## src/rtl/bce_pkg.sv

```systemverilog
package bce_pkg;
  localparam int COND_W = 4;

  typedef enum logic [COND_W-1:0] {
    COND_ALWAYS = 4'd0,
    COND_LE     = 4'd1,
    COND_LT     = 4'd2,
    COND_EQ     = 4'd3,
    COND_NE     = 4'd4,
    COND_GE     = 4'd5,
    COND_GT     = 4'd6
  } cond_e;

  localparam int NUM_VALID = 7;

  typedef struct packed {
    logic zf;
    logic sf;
    logic of;
  } flags_t;
endpackage

```

## src/rtl/bce_flag_cmp.sv

```systemverilog
module bce_flag_cmp
  import bce_pkg::*;
(
  input  flags_t flags_i,
  output logic   lt_o,
  output logic   le_o
);
  // signed less: sign disagrees with overflow
  assign lt_o = flags_i.sf ^ flags_i.of;
  assign le_o = lt_o | flags_i.zf;
endmodule

```

## src/rtl/bce_cond_select.sv

```systemverilog
module bce_cond_select
  import bce_pkg::*;
#(
  parameter int FUNC_W = COND_W
) (
  input  logic [FUNC_W-1:0] func_i,
  input  flags_t            flags_i,
  input  logic              lt_i,
  input  logic              le_i,
  output logic              taken_o,
  output logic              invalid_o
);
  localparam int NUM_CODES = 1 << FUNC_W;

  logic [NUM_CODES-1:0] hit;

  for (genvar g = 0; g < NUM_CODES; g++) begin : g_code
    if (g == int'(COND_ALWAYS)) begin : g_always
      assign hit[g] = 1'b1;
    end else if (g == int'(COND_LE)) begin : g_le
      assign hit[g] = le_i;
    end else if (g == int'(COND_LT)) begin : g_lt
      assign hit[g] = lt_i;
    end else if (g == int'(COND_EQ)) begin : g_eq
      assign hit[g] = flags_i.zf;
    end else if (g == int'(COND_NE)) begin : g_ne
      assign hit[g] = ~flags_i.zf;
    end else if (g == int'(COND_GE)) begin : g_ge
      assign hit[g] = ~lt_i;
    end else if (g == int'(COND_GT)) begin : g_gt
      assign hit[g] = ~le_i;
    end else begin : g_undef
      assign hit[g] = 1'b0;
    end
  end

  assign taken_o   = hit[func_i];
  assign invalid_o = (func_i >= FUNC_W'(NUM_VALID));
endmodule

```

## src/rtl/branch_cond_eval.sv

```systemverilog
module branch_cond_eval
  import bce_pkg::*;
#(
  parameter int FUNC_W = COND_W
) (
  input  logic [FUNC_W-1:0] func_i,
  input  logic              zf_i,
  input  logic              sf_i,
  input  logic              of_i,
  output logic              taken_o,
  output logic              invalid_o
);
  flags_t flags;
  logic   lt, le;

  assign flags = '{zf: zf_i, sf: sf_i, of: of_i};

  bce_flag_cmp u_cmp (
    .flags_i (flags),
    .lt_o    (lt),
    .le_o    (le)
  );

  bce_cond_select #(.FUNC_W(FUNC_W)) u_sel (
    .func_i    (func_i),
    .flags_i   (flags),
    .lt_i      (lt),
    .le_i      (le),
    .taken_o   (taken_o),
    .invalid_o (invalid_o)
  );
endmodule

```

## config.mk

```make
export PLATFORM = sky130hd
export DESIGN_NAME = branch_cond_eval
export DESIGN_NICKNAME = d
export VERILOG_FILES = /design/src/rtl/bce_pkg.sv /design/src/rtl/bce_flag_cmp.sv /design/src/rtl/bce_cond_select.sv /design/src/rtl/branch_cond_eval.sv
export SDC_FILE = /design/constraint.sdc
export NUM_CORES = 1
export LEC_CHECK = 0
export ABC_AREA = 1
export BUFFER_PORTS_ARGS = -buffer_cell sky130_fd_sc_hd__buf_2
export CORE_AREA = 2 2 39 41
export DETAILED_ROUTE_END_ITERATION = 10
export DIE_AREA = 0 0 41 43
export GPL_TIMING_DRIVEN = 1
export MAX_ROUTING_LAYER = met4
export SETUP_SLACK_MARGIN = 0.5
export SLEW_MARGIN = 5
export SYNTH_ARGS = -nofsm -noshare
export SYNTH_HDL_FRONTEND = slang
export SYNTH_SLANG_ARGS = --single-unit
```

## constraint.sdc

```tcl
create_clock -name vclk -period 1.5
set_input_delay 0.3 -clock vclk [all_inputs]
set_output_delay 0.3 -clock vclk [all_outputs]
set_load 0.02 [all_outputs]
```

## Word level (Yosys, flattened, before mapping)

Cells that the tools add are included.
W data, S select, Z words.

- Register bits: 0
- Latch bits: 0
- Memory bits (writable): 0
- Bits in read-only memories: 0
- Input bits: 7
- Output and inout port bits: 2
- Logic and storage cells: 9
- Memories kept: 0

- Add/sub/neg operators: 0
- Multiply operators: 0
- Divide/modulo/power cells: 0
- Order comparisons: 2
- Equal/unequal tests: 0
- Shift-type cells: 0
- Muxes and demuxes: 2
- Bitwise logic cells: 5
- Reduce and logical (&&, ||, !) cells: 0

Operators with widths:

| operator | count |
|---|---|
| $lt A4 B5 Y1 const B | 1 |
| $bmux W1 S4 | 1 |
| $ge A4 B3 Y1 const B | 1 |
| $not A1 Y1 | 3 |
| $mux W1 | 1 |
| $or A1 B1 Y1 | 1 |
| $xor A1 B1 Y1 | 1 |

## Depth between registers and ports, before layout

- Depth in word-level cells: 5
- Gate-level depth with buffers: 7

## Modules after synthesis

A second synthesis with hierarchy kept.

- Cell total of the unflattened synthesis: 29
- Area total of the unflattened synthesis: 118.9 um2

Modules (own cells, without submodules):

| module | instances | cells an instance | area each (um2) |
|---|---|---|---|
| bce_cond_select | 1 | 22 | 91.3 |
| bce_flag_cmp | 1 | 7 | 27.5 |

## Worst setup path after synthesis

OpenSTA, ideal clock, no wires.

- Kind: input -> output
- From: in func_i[1]
- To: out invalid_o
- Arrival: 835 ps
- Data required time: 1,200 ps
- Setup slack: 365 ps
- Stages: 2
- Path buffers: 0
- Path through: nand2_2 -> o21ai_0

- Word-level cells in the longest chain between the ends: 1

Ends and longest elaborated chain:

| what | line | text |
|---|---|---|
| start, declared | branch_cond_eval.sv:6 | `input logic [FUNC_W-1:0] func_i,` |
| $ge A4 B3 Y1 | bce_cond_select.sv:38 | `assign invalid_o = (func_i >= FUNC_W'(NUM_VALID));` |
| end, declared | branch_cond_eval.sv:11 | `output logic invalid_o` |

Every way passes these cells.

## Final worst setup path

- From: in sf_i
- To: out taken_o

- Word-level cells in the longest chain between the ends: 5

Ends and longest elaborated chain:

| what | line | text |
|---|---|---|
| start, declared | branch_cond_eval.sv:8 | `input logic sf_i,` |
| $xor A1 B1 Y1 * | bce_flag_cmp.sv:9 | `assign lt_o = flags_i.sf ^ flags_i.of;` |
| $or A1 B1 Y1 | bce_flag_cmp.sv:10 | `assign le_o = lt_o \| flags_i.zf;` |
| $not A1 Y1 | bce_cond_select.sv:31 | `assign hit[g] = ~le_i;` |
| $bmux W1 S4 * | bce_cond_select.sv:37 | `assign taken_o = hit[func_i];` |
| $mux W1 (not written as such) * | bce_cond_select.sv:37 |  |
| end, declared | branch_cond_eval.sv:10 | `output logic taken_o,` |

Mark *: on every way between the ends. The rest lies on a longest branch, timed or not. The select of a mux whose other input is x is not followed.

==> out/metrics.cfg <==
[run_status]
status=completed

[critical_path]
arrival_ns=0.95
criticalPathCategory=in2out
critPathMaxStageDelay_ns=0.18
worst_path_max_delay_cell=a21oi_2
cp_num_buf_inv=3
path_delay_family=buffers and inverters
worstSetupEndpointType=primary output
crit_path_start_kind=input pin
path_cells=buf_6 -> inv_2 -> nand2_2 -> nand2_1 -> nand2_1 -> a21oi_2 -> nor2_4 -> buf_6
worstPathRequired_ns=1.20
cp_max_fo=2

[floorplan]
io_pins=9
core.rowCount=14
dieArea_um2=1760
core_region_area_um2=1380
die_h_um=43
dieWidth_um=41
start_util_pct=7.96

[sta]
slew_violations=0
fin_crit_sh_pct=83.1
clock.fmax_ghz=0.803
tightest_slew_ns=0.205
tns_ns=0
hold_viol=0
min_period_ns=1.25
max-slew-margin-rel_pct=86.2
setup_viol=0
rsz0062_at_grt=true

[synth]
synth_top_family_by_area=simple AND/OR/NAND/NOR gates
synthesis.instances=24
synthTopCellsByArea=inv_1, nand2_1, nand2_2, nor2_2, nand3_2
yosys_warnings=0
muxShareOfSynthArea_pct=0
ys_seq_area_share_pct=0
synthXorXnorAreaFrac_pct=0
synth_area_per_cell_um2=4.59
syn-cell-area_um2=110
yosys.area.top_type_share_pct=23.9
syn_nets=31
synth-simple-area-share_pct=59.1
yosysUniqueCellTypes=9
yosysTopAreaCell=inv_1
synthAdderAreaFrac_pct=0
synth_compound_area_share_pct=13.6

[placement]
dp_cells=49
numPortBuffers=9
place.gp.congestion=0.500
hpwl_um=257

[power_and_ir_drop]
clockPowerShare_pct=0
leakagePower_nw=0.148
swShare_pct=47.2
seqPwrFrac_pct=0
fin_total_pwr_mw=0.0855
comb_power_share_pct=100.0
ir_drop_uv=45.5
power_density_nw_per_um2=288
p_sw_mw=0.0403
p_int_mw=0.0451

[route]
via_per_inst=3.22
avgRoutedWirePerCell_um=5.58
drt.antenna.violating_nets=0
drt_iter0_markers=0
drt-pass1-iter-count=1
drc=0
vias=161
wl_um=279

[grt]
grt_pass1_vias=122
grt-ovfl-total=0
grt_use_total_pct=2.87
grt_pass1_wl_um=379
antenna_found_initial=0
grt_max_degree=4

[cells_and_area]
seqCellArea_um2=0
post_layout_nonfiller_instances=50
drive_gt1_share_pct=79.4
nets=43
antenna_cells=0
area_growth_syn_to_layout_pct=169
nFlopsAndLatches=0
nFillCells=152
clkbuf_count=0
post-route-util_pct=21.4

[cts]
cts_hold_buf=0

[flow_run]
max-cap-violations=0

[worst_hold_path]
hp-class=in2out

cells in the final DEF (no fill, tap or decap):
master	count
buf_2	2
buf_6	6
buf_8	1
nor2_4	2
o21ai_2	1
inv_1	1
inv_4	1
nand2_2	3
nand2_8	1
o21ai_0	1
inv_12	1
a21oi_2	1
nand3_2	1
nand2_1	5
nor2_2	1
buf_12	1
inv_2	5
layer usage:
layer | vias up | GRT usage [%] | part of all wire [%]
li1 | 91 | - | -
met1 | 64 | 2.53 | 33
met2 | 6 | 6.25 | 57
met3 | 0 | 0 | 9.3
met4 | 0 | 0 | 0
met5 | - | - | 0
repair_timing:
item,4_1_cts,5_1_grt
setup endpoints to repair,2,2
pin swaps,5,1
setup buffers,0,1
resized for setup,14,5
through the flow:
stage          area, um^2  hold slack (ns)  setup slack, ns
2_1_floorplan         156            0.749            0.433
3_3_place_gp          221            0.949            0.138
3_5_place_dp          221            0.949            0.119
4_1_cts               273            0.913            0.242
5_1_grt               297            0.906            0.204
6_report              297            0.879            0.254
cells in the mapped netlist:
cell type  instances
nor2_1             1
nand2_2            2
nor2_2             2
nand2_1            7
inv_2              1
o21ai_0            2
inv_1              7
nand3_2            1
a21oi_1            1
path summary, 6_finish.rpt:
path	start	endpoint	slack, ns	cells after the start
setup / recovery	sf_i	taken_o	0.25	8
hold / removal	func_i[3]	invalid_o	0.88	4
layout make-up:
type	instances	area [um^2]	area share [%]
tap	16	20.0	6.75
inverter	8	45.0	15.2
multi-input combinational	16	119	40.1
timing repair buffer	10	113	38.0
power by group through the flow:
stage               sequential (mW)  combinational [mW]  clock [mW]
floorplan                         0              0.0386           0
global placement                  0              0.0619           0
detailed placement                0              0.0627           0
CTS                               0              0.0790           0
global route                      0              0.0920           0
finish                            0              0.0855           0
cell families after synthesis:
| family | count (synthesis) |
|---|---|
| simple gates | 13 |
| buf+inv | 8 |
| compound gates | 3 |
(Power assumes the default switching activity.)
